$ cat src/rtl/usb_irq_pkg.sv
package usb_irq_pkg;
  localparam int EP_FLAGS  = 5;
  localparam int DEV_FLAGS = 3;
  localparam int DATA_W    = 8;
  localparam int MAX_EP_W  = 4;

  // endpoint flag bit positions (software decodes these)
  localparam int F_TX    = 0;
  localparam int F_RX0   = 1;
  localparam int F_RX1   = 2;
  localparam int F_SETUP = 3;
  localparam int F_STALL = 4;

  typedef enum logic [2:0] {
    RD_NONE, RD_EP_STAT, RD_EP_EN, RD_DEV_STAT, RD_DEV_EN, RD_SUMMARY
  } rdKind_e;

  typedef struct packed {
    logic                epStatWr;
    logic                epEnWr;
    logic                devStatWr;
    logic                devEnWr;
    logic [MAX_EP_W-1:0] epIdx;
    rdKind_e             rdKind;
    logic [DATA_W-1:0]   wrData;
  } ctrlStrobes_t;
endpackage

$ cat src/rtl/usb_irq_ctrl.sv
module usb_irq_ctrl
  import usb_irq_pkg::*;
#(
  parameter int NUM_EP = 4,
  parameter int ADDR_W = 4
) (
  input  logic [ADDR_W-1:0] regAddr,
  input  logic              regWrEn,
  input  logic [DATA_W-1:0] regWrData,
  output ctrlStrobes_t      strobes
);
  localparam int DEV_STAT_A = 2 * NUM_EP;
  localparam int DEV_EN_A   = DEV_STAT_A + 1;
  localparam int SUMMARY_A  = DEV_STAT_A + 2;

  logic isEp;
  assign isEp = (int'(regAddr) < DEV_STAT_A);

  always_comb begin
    strobes = '0;
    strobes.wrData = regWrData;
    strobes.epIdx  = MAX_EP_W'(regAddr >> 1);
    strobes.rdKind = RD_NONE;
    if (isEp) begin
      strobes.rdKind   = regAddr[0] ? RD_EP_EN : RD_EP_STAT;
      strobes.epStatWr = regWrEn && !regAddr[0];
      strobes.epEnWr   = regWrEn && regAddr[0];
    end else if (int'(regAddr) == DEV_STAT_A) begin
      strobes.rdKind    = RD_DEV_STAT;
      strobes.devStatWr = regWrEn;
    end else if (int'(regAddr) == DEV_EN_A) begin
      strobes.rdKind  = RD_DEV_EN;
      strobes.devEnWr = regWrEn;
    end else if (int'(regAddr) == SUMMARY_A) begin
      strobes.rdKind = RD_SUMMARY;
    end
  end
endmodule

$ cat src/rtl/usb_irq_datapath.sv
module usb_irq_datapath
  import usb_irq_pkg::*;
#(
  parameter int              NUM_EP        = 4,
  parameter logic [NUM_EP-1:0] PINGPONG_MASK = '1
) (
  input  logic              clk,
  input  logic              rstN,
  input  logic [NUM_EP-1:0] epTxDone,
  input  logic [NUM_EP-1:0] epRxBank0,
  input  logic [NUM_EP-1:0] epRxBank1,
  input  logic [NUM_EP-1:0] epSetup,
  input  logic [NUM_EP-1:0] epStallSent,
  input  logic              devSof,
  input  logic              devResume,
  input  logic              devSuspend,
  input  logic              blockEn,
  input  logic              globalEn,
  input  ctrlStrobes_t      strobes,
  output logic [DATA_W-1:0] rdData,
  output logic              irqReq
);
  localparam int IDX_W = (NUM_EP > 1) ? $clog2(NUM_EP) : 1;

  logic [EP_FLAGS-1:0]  epFlags [NUM_EP];
  logic [EP_FLAGS-1:0]  epEn    [NUM_EP];
  logic [DEV_FLAGS-1:0] devFlags, devEn;
  logic [NUM_EP-1:0]    epHit;
  logic [IDX_W-1:0]     rdIdx;

  for (genvar k = 0; k < NUM_EP; k++) begin : g_ep
    logic                clrSel, enSel;
    logic [EP_FLAGS-1:0] kept, setVec, nextFlags;

    assign clrSel = strobes.epStatWr && (strobes.epIdx == MAX_EP_W'(k));
    assign enSel  = strobes.epEnWr   && (strobes.epIdx == MAX_EP_W'(k));
    assign kept   = clrSel ? (epFlags[k] & strobes.wrData[EP_FLAGS-1:0]) : epFlags[k];

    always_comb begin
      setVec          = '0;
      setVec[F_TX]    = epTxDone[k];
      setVec[F_RX0]   = epRxBank0[k];
      setVec[F_RX1]   = epRxBank1[k] && PINGPONG_MASK[k];
      setVec[F_SETUP] = epSetup[k];
      setVec[F_STALL] = epStallSent[k];
      nextFlags       = kept | setVec;
      if (epSetup[k]) nextFlags[F_STALL] = 1'b0;
    end

    always_ff @(posedge clk) begin
      if (!rstN) begin
        epFlags[k] <= '0;
        epEn[k]    <= '0;
      end else begin
        epFlags[k] <= nextFlags;
        if (enSel) epEn[k] <= strobes.wrData[EP_FLAGS-1:0];
      end
    end

    assign epHit[k] = |(epFlags[k] & epEn[k]);

    assert_setup_clears_stall_R4 : assert property (@(posedge clk) disable iff (!rstN)
      epSetup[k] |=> (!epFlags[k][F_STALL] && epFlags[k][F_SETUP]));
    assert_tx_sticky_R2 : assert property (@(posedge clk) disable iff (!rstN)
      epTxDone[k] |=> epFlags[k][F_TX]);
    if (!PINGPONG_MASK[k]) begin : g_single
      assert_single_bank_R3 : assert property (@(posedge clk) disable iff (!rstN)
        epRxBank1[k] |=> !epFlags[k][F_RX1]);
    end
  end

  always_ff @(posedge clk) begin
    if (!rstN) begin
      devFlags <= '0;
      devEn    <= '0;
      irqReq   <= 1'b0;
    end else begin
      devFlags <= (strobes.devStatWr ? (devFlags & strobes.wrData[DEV_FLAGS-1:0]) : devFlags)
                | {devSuspend, devResume, devSof};
      if (strobes.devEnWr) devEn <= strobes.wrData[DEV_FLAGS-1:0];
      irqReq <= (|epHit || |(devFlags & devEn)) && blockEn && globalEn;
    end
  end

  assign rdIdx = strobes.epIdx[IDX_W-1:0];

  always_comb begin
    rdData = '0;
    case (strobes.rdKind)
      RD_EP_STAT:  rdData = DATA_W'(epFlags[rdIdx]);
      RD_EP_EN:    rdData = DATA_W'(epEn[rdIdx]);
      RD_DEV_STAT: rdData = DATA_W'(devFlags);
      RD_DEV_EN:   rdData = DATA_W'(devEn);
      RD_SUMMARY:  rdData = DATA_W'(epHit);
      default:     rdData = '0;
    endcase
  end

  assert_irq_gated_R7 : assert property (@(posedge clk) disable iff (!rstN)
    (!blockEn || !globalEn) |=> !irqReq);
  assert_set_beats_clear_R6 : assert property (@(posedge clk) disable iff (!rstN)
    (devSof && strobes.devStatWr) |=> devFlags[0]);
  assert_sof_sticky_R5 : assert property (@(posedge clk) disable iff (!rstN)
    (devFlags[0] && !strobes.devStatWr) |=> devFlags[0]);
endmodule

$ cat src/rtl/usb_irq_aggregator.sv
module usb_irq_aggregator
  import usb_irq_pkg::*;
#(
  parameter int                NUM_EP        = 4,
  parameter int                ADDR_W        = 4,
  parameter logic [NUM_EP-1:0] PINGPONG_MASK = '1
) (
  input  logic              clk,
  input  logic              rstN,
  input  logic [NUM_EP-1:0] epTxDone,
  input  logic [NUM_EP-1:0] epRxBank0,
  input  logic [NUM_EP-1:0] epRxBank1,
  input  logic [NUM_EP-1:0] epSetup,
  input  logic [NUM_EP-1:0] epStallSent,
  input  logic              devSof,
  input  logic              devResume,
  input  logic              devSuspend,
  input  logic              blockEn,
  input  logic              globalEn,
  input  logic              prioHigh,
  input  logic              prioLow,
  input  logic [ADDR_W-1:0] regAddr,
  input  logic              regWrEn,
  input  logic [7:0]        regWrData,
  output logic [7:0]        regRdData,
  output logic              irqReq,
  output logic [1:0]        irqLevel
);
  ctrlStrobes_t strobes;

  usb_irq_ctrl #(.NUM_EP(NUM_EP), .ADDR_W(ADDR_W)) ctrl_i (
    .regAddr(regAddr), .regWrEn(regWrEn), .regWrData(regWrData), .strobes(strobes)
  );

  usb_irq_datapath #(.NUM_EP(NUM_EP), .PINGPONG_MASK(PINGPONG_MASK)) dp_i (
    .clk(clk), .rstN(rstN),
    .epTxDone(epTxDone), .epRxBank0(epRxBank0), .epRxBank1(epRxBank1),
    .epSetup(epSetup), .epStallSent(epStallSent),
    .devSof(devSof), .devResume(devResume), .devSuspend(devSuspend),
    .blockEn(blockEn), .globalEn(globalEn),
    .strobes(strobes), .rdData(regRdData), .irqReq(irqReq)
  );

  // level 0 lowest, level 3 highest
  assign irqLevel = {prioHigh, prioLow};
endmodule

$ cat config.mk
export PLATFORM = sky130hd
export DESIGN_NAME = usb_irq_aggregator
export DESIGN_NICKNAME = d
export VERILOG_FILES = /design/src/rtl/usb_irq_pkg.sv /design/src/rtl/usb_irq_ctrl.sv /design/src/rtl/usb_irq_datapath.sv /design/src/rtl/usb_irq_aggregator.sv
export SDC_FILE = /design/constraint.sdc
export NUM_CORES = 1
export LEC_CHECK = 0
export BUFFER_PORTS_ARGS = -buffer_cell sky130_fd_sc_hd__buf_4
export CAP_MARGIN = 15
export CORE_MARGIN = 2
export CORE_UTILIZATION = 50
export DETAILED_ROUTE_END_ITERATION = 10
export PLACE_DENSITY = 0.72
export SLEW_MARGIN = 20
export SYNTH_ARGS = -nofsm -noshare
export SYNTH_HDL_FRONTEND = slang
export SYNTH_SLANG_ARGS = --single-unit
export TNS_END_PERCENT = 20
$ cat constraint.sdc
create_clock -name clk -period 4.99 [get_ports clk]
set_clock_uncertainty 0.1 [all_clocks]
set_input_delay 0.499 -clock clk [delete_from_list [all_inputs] [get_ports clk]]
set_output_delay 0.499 -clock clk [all_outputs]
set_load 0.05 [all_outputs]
==> results.md, run 1 <==
* Setup CP Type: input port to primary output
* Distinct cell type count after synthesis at 33
* Clk buf depth at 2
* CTS root buf: clkbuf_8
* CP startpoint: regAddr[2]
* Net count reported at finish at 315
* Remaining global-route overflow at 0
* Final Hold Fails at 0
* Setup TNS at 0 ns
* CP required at 4.39 ns
* HP Start: epSetup[2]
* Total routed wirelength at 5.52 mm
* Largest net degree at the start of global routing at 34
* Maxcap violations at 0
* Critical path's largest stage delay at 0.53 ns
* Multi-input combinational cell area at 1130 µm²
* R2r setup slk at 3.45 ns
* H-tree Lvls at 2
* Vias/cell at 5.44
* Hold_buf cts at 0
* Net switching power at 0.219 mW
* ANT cells at 0
* Antenna Nets Post-Route at 0
* DRT iter0 DRCs at 141
* Vias post-DR at 1855
* Post-CTS Resized at 0
* Initial Util at 52.0%
* Register area at 1140 µm²
* # setup viols final at 0
* CTS tree: built
* Fmax at 0.423 GHz
* Number of iterations in the first detailed-routing pass at 4
* Synth warn at 0
* Register area share after synthesis at 46.5%
* FF-to-FF End: dp_i.irqReq
* Status: finished clean
* CP Max Fanout at 16
* Worst reg2reg path depth at 4
* Ys async rst share at 0%
* Critical path arrival at 1.77 ns
* Total die area at 5490 µm²
* Synth Instances at 236
* Port Buffers at 42
* Hold Path Sink: dp_i.epFlags[2][4]
* Num CTS Buffers at 5
* RePlAce Congestion at 0.838
* Skew-Pair Late Insertion Delay at 0.30 ns
* Post-synth EDFFs at 20
* Standard-cell rows at 25
* Synth Cell Area at 2460 µm²
* Initial antenna violation count at 0
* PD cells at 313 nW/µm²
* Cell mode on critical path: buf_4
* Vias in the first global route at 1751
* Main flop type after synthesis: dfxtp_1
* Clk sink count at 47
* Hold path depth at 4
* Mean Syn Cell Area at 10.4 µm²
* Area delta synth->final at 17.5%
* Routed WL per cell at 16.2 µm
* Final period util at 47.4%
* Power share of the combinational group at 15.1%
* Clk network pwr share at 36.3%
* Total GRT Usage at 21.8%
* Part of the power in registers at 48.6%
* Setup bufs post-CTS at 0
* Layout fillers at 403
* P_int at 0.685 mW
* Setup repair after global routing missed its margin: no
* First-pass GRT wire length at 8.78 mm
* Hold Path Class: input port to flop
* IO Pins at 53
* RR Startpoint: dp_i.epEn[2][4]
* Slew Viols, Final at 0
* Core ar. at 4720 µm²
* Layout cell share with drive strength beyond 1 at 24.8%
* Die Y at 74.1 µm
* Slowest cell on crit path: mux4_2
* # DRC at 0
* Worst setup EP type: primary output
* Rel. slew slack at 42.0%
* Min cycle time layout at 2.37 ns
* Yosys reg bits at 47
* Worst-path clk slew at 0.09 ns
* Commonest cells after routing, fill and taps aside: 42 x buf_4, 28 x o21ai_0, 27 x dfxtp_1, 23 x inv_1
* Total power at 0.904 mW
* VDD IR max at 0.000136 V
* Slew at the pin with the worst max-slew slack at 0.863 ns
* Post-DP HPWL at 4.03 mm
* Commonest non-fill, non-tap cell in the layout: buf_4
* Leakage power at 1.20 nW
* CP cell instances: buf_4 -> mux4_2 -> a22oi_1 -> nand2_1 -> buf_4
* Sw frac at 24.2%
* CP startpoint kind: input port
* Chip Width at 74.1 µm
[metrics by stage]
step	util [%]	hold slack [ns]	cells	cell area (µm²)	worst slack (ns)
after floorplan	-	0.358	238	2460	2.66
after global placement	58.3	0.383	333	2750	2.64
after detailed placement	58.3	0.385	333	2750	2.64
after CTS	61.1	0.323	341	2890	2.64
after global routing	61.1	0.336	341	2890	2.57
final	61.1	0.328	341	2890	2.62
[kinds of logic (layout without fill, tap and decap cells)]
group | count (synthesis) | count (layout) | share of synthesized area, %
flip-flops | 47 | 47 | 46.5
other | 1 | 3 | 0.153
multiplexers | 17 | 17 | 12.3
AO/OA/AOI/OAI | 72 | 72 | 18.8
AND/OR/NAND/NOR | 62 | 62 | 14.2
buffers and inverters | 37 | 73 | 8.00
[critical path, delay by kind of cell]
family          cells  cell delay, ns
buf+inv             2            0.43
compound gates      1            0.19
simple gates        1            0.11
mux                 1            0.53
[layout make-up]
class | count | share of cell area, %
repair buffers | 42 | 10.9
clock buffers | 6 | 2.52
inverters | 23 | 2.99
flip-flops and latches | 47 | 39.5
multi-input cells | 154 | 39.0
well taps | 67 | 2.91
clock inverters | 2 | 2.08
[registers in the layout, summed over array words and instances (netlist names)]
register       cells
dp_i.irqReq        1
dp_i.devEn         3
dp_i.epFlags      20
dp_i.epEn         20
dp_i.devFlags      3
[power by group through the flow]
stage	clock (mW)	combinational, mW	sequential, mW
2_1_floorplan	0	0.0969	0.443
3_3_place_gp	0	0.135	0.447
3_5_place_dp	0	0.137	0.448
4_1_cts	0.333	0.137	0.439
5_1_grt	0.346	0.148	0.442
6_report	0.328	0.136	0.439
[Yosys cell counts (all sizes together) (4+ instances only)]
cell / instances / share of area, %
a21boi: 22 / 6.7
a21oi: 4 / 0.82
a222oi: 4 / 1.6
a22oi: 9 / 2.8
and2: 20 / 5.1
buf: 11 / 4.0
dfxtp: 27 / 22
edfxtp: 20 / 24
inv: 23 / 3.5
mux2i: 4 / 1.6
mux4: 10 / 9.3
nand2: 20 / 3.1
nor2: 9 / 1.7
o21ai: 31 / 6.3
[worst max-delay path by stage]
stage / end / slack (ns) / cells past startpoint
finish: regRdData[3] / 2.62 / 5
global route: regRdData[0] / 2.57 / 5
CTS: regRdData[2] / 2.64 / 5
detailed placement: regRdData[2] / 2.64 / 5
global placement: regRdData[0] / 2.64 / 5
floorplan: regRdData[0] / 2.66 / 5
[metal layers]
metal,vias up,track usage (%),routed length [µm]
met2,61,34.9,2650
met4,0,6.06,36
li1,911,-,-
met1,879,30.9,2500
met5,-,0,0
met3,4,3.52,329
No activity file was read; power rests on OpenSTA's default activity.
==> run 2: changes to the inputs <==
- clock period: 4.99 -> 2.2 ns (I/O delays scaled with it)
==> results.md, run 2 (synthesis results as in run 1) <==
* Status: finished clean (unchanged)
* IO Pins at 53 (unchanged)
* Hold Path Class: input port to flop (unchanged)
* Core ar. at 4720 µm² (unchanged)
* Setup CP Type: flop to primary output (was input port to primary output)
* Setup repair after global routing missed its margin: no (unchanged)
* Port Buffers at 42 (unchanged)
* CP Max Fanout at 2 (was 16)
* Remaining global-route overflow at 0 (unchanged)
* # DRC at 0 (unchanged)
* FF-to-FF End: dp_i.irqReq (unchanged)
* Critical path arrival at 1.70 ns (was 1.77 ns)
* Bufs and invs on worst path at 1 (was 2)
* DP Area at 2780 µm² (was 2750 µm²)
* Routed WL per cell at 16.1 µm (was 16.2 µm)
* Slew Viols, Final at 0 (unchanged)
* Die Y at 74.1 µm (unchanged)
* Largest net degree at the start of global routing at 34 (unchanged)
* CTS root buf: clkbuf_8 (unchanged)
* Post-DP HPWL at 4.09 mm (was 4.03 mm)
* Worst-path clk slew at 0.09 ns (about the same)
* Final Core Density at 60.6% (was 61.1%)
* Clk buf depth at 2 (unchanged)
* Worst setup EP type: primary output (unchanged)
* Register area at 1140 µm² (unchanged)
* Vias/cell at 5.36 (was 5.44)
* Setup bufs post-CTS at 0 (unchanged)
* Initial Util at 52.0% (unchanged)
* Hold_buf cts at 0 (unchanged)
* Placed cells at 337 (was 333)
* Slowest cell on crit path: edfxtp_1 (was mux4_2)
* Vias in the first global route at 1772 (was 1751)
* ANT cells at 0 (unchanged)
* Skew-Pair Late Insertion Delay at 0.30 ns (about the same)
* # setup viols final at 0 (unchanged)
* VDD IR max at 0.000310 V (was 0.000136 V)
* Antenna Nets Post-Route at 0 (unchanged)
* Commonest cells after routing, fill and taps aside: 46 x buf_4, 28 x o21ai_0, 27 x dfxtp_1, 23 x inv_1 (was 42 x buf_4, 28 x o21ai_0, 27 x dfxtp_1, 23 x inv_1)
* Largest regs: dp_i.epEn (20), dp_i.epFlags (20) (unchanged)
* Net count reported at finish at 319 (was 315)
* R2r setup slk at 0.65 ns (was 3.45 ns)
* Chip Width at 74.1 µm (unchanged)
* Finished Layout Cells at 345 (was 341)
* Total power at 1.81 mW (was 0.904 mW)
* Hold path depth at 3 (was 4)
* Area delta synth->final at 16.6% (was 17.5%)
* RR Startpoint: dp_i.epEn[2][4] (unchanged)
* Fmax at 0.495 GHz
* DRT iter0 DRCs at 152 (was 141)
* Final Hold Fails at 0 (unchanged)
* Standard-cell rows at 25 (unchanged)
* Critical path's largest stage delay at 0.39 ns (was 0.53 ns)
* CP cell instances: a222oi_1 -> nand2_1 -> a22oi_1 -> o21ai_1 -> buf_4 (was buf_4 -> mux4_2 -> a22oi_1 -> nand2_1 -> buf_4)
* CP required at 1.88 ns (was 4.39 ns)
* Commonest non-fill, non-tap cell in the layout: buf_4 (unchanged)
* Maxcap violations at 0 (unchanged)
* Layout cell share with drive strength beyond 1 at 25.5% (was 24.8%)
* CP startpoint kind: flop (was input port)
* Total die area at 5490 µm² (unchanged)
* Hold Path Sink: dp_i.epFlags[0][1] (was dp_i.epFlags[2][4])
* Number of iterations in the first detailed-routing pass at 4 (unchanged)
* Design area at 2860 µm² (was 2890 µm²)
* Leakage power at 1.19 nW (was 1.20 nW)
* Multi-input combinational cell area at 1130 µm² (unchanged)
* Clk sink count at 47 (unchanged)
* Initial antenna violation count at 0 (unchanged)
* RePlAce Congestion at 0.821 (was 0.838)
* Setup TNS at 0 ns (unchanged)
* Vias post-DR at 1849 (was 1855)
* Final period util at 91.8%
* First-pass GRT wire length at 8.74 mm (was 8.78 mm)
* Min cycle time layout at 2.02 ns
* PD cells at 633 nW/µm² (was 313 nW/µm²)
* Total GRT Usage at 22.0% (was 21.8%)
* CP delay by family, top: compound AO/OA/AOI/OAI gates (was multiplexers)
* Worst reg2reg path depth at 4 (unchanged)
* CTS tree: built (unchanged)
* H-tree Lvls at 2 (unchanged)
* Post-CTS Resized at 0 (unchanged)
* Total routed wirelength at 5.55 mm (was 5.52 mm)
* HP Start: epRxBank0[0] (was epSetup[2])
* Layout fillers at 428 (was 403)
* Num CTS Buffers at 5 (unchanged)
run 2: worst max-delay path by stage:
stage,start,end,cells past startpoint
floorplan,regAddr[0],regRdData[0],5
global placement,regAddr[0],regRdData[0],5
detailed placement,regAddr[2],regRdData[3],5
CTS,dp_i.epEn[0][2],regRdData[0],5
global route,dp_i.epEn[0][2],regRdData[0],5
finish,dp_i.epEn[0][2],regRdData[0],5
run 2: worst reg2reg max path, stage by stage (launching register included):
cell and delay [ns]:
edfxtp_1 0.39, a222oi_1 0.40, nand2_1 0.13, nor4_1 0.35, nor2_1 0.08
run 2: final cells by class:
type | count | area share [%]
clock inverters | 1 | 0.175
well taps | 67 | 2.93
clock buffers | 7 | 2.66
multi-input cells | 154 | 39.3
inverters | 23 | 3.01
repair buffers | 46 | 12.1
flip-flops and latches | 47 | 39.8
run 2: metrics by stage:
stage	hold slack, ns	setup WS [ns]
floorplan	0.245	0.427
global placement	0.340	0.413
detailed placement	0.340	0.381
CTS	0.0485	0.178
global route	0.0534	0.0883
finish	0.0491	0.181
run 2: power by group:
| part | switching (mW) | internal, mW | leakage [nW] |
|---|---|---|---|
| sequential | 0.0349 | 0.961 | 0.416 |
| clock | 0.276 | 0.223 | 0.0422 |
| combinational | 0.173 | 0.144 | 0.735 |
| total | 0.484 | 1.33 | 1.19 |
run 2: layer usage:
metal | up-vias | routed length, µm | global-route usage [%]
met4 | 0 | 68 | 8.28
met1 | 865 | 2580 | 30.3
li1 | 918 | - | -
met3 | 8 | 345 | 3.66
met5 | - | 0 | 0
met2 | 58 | 2560 | 35.0
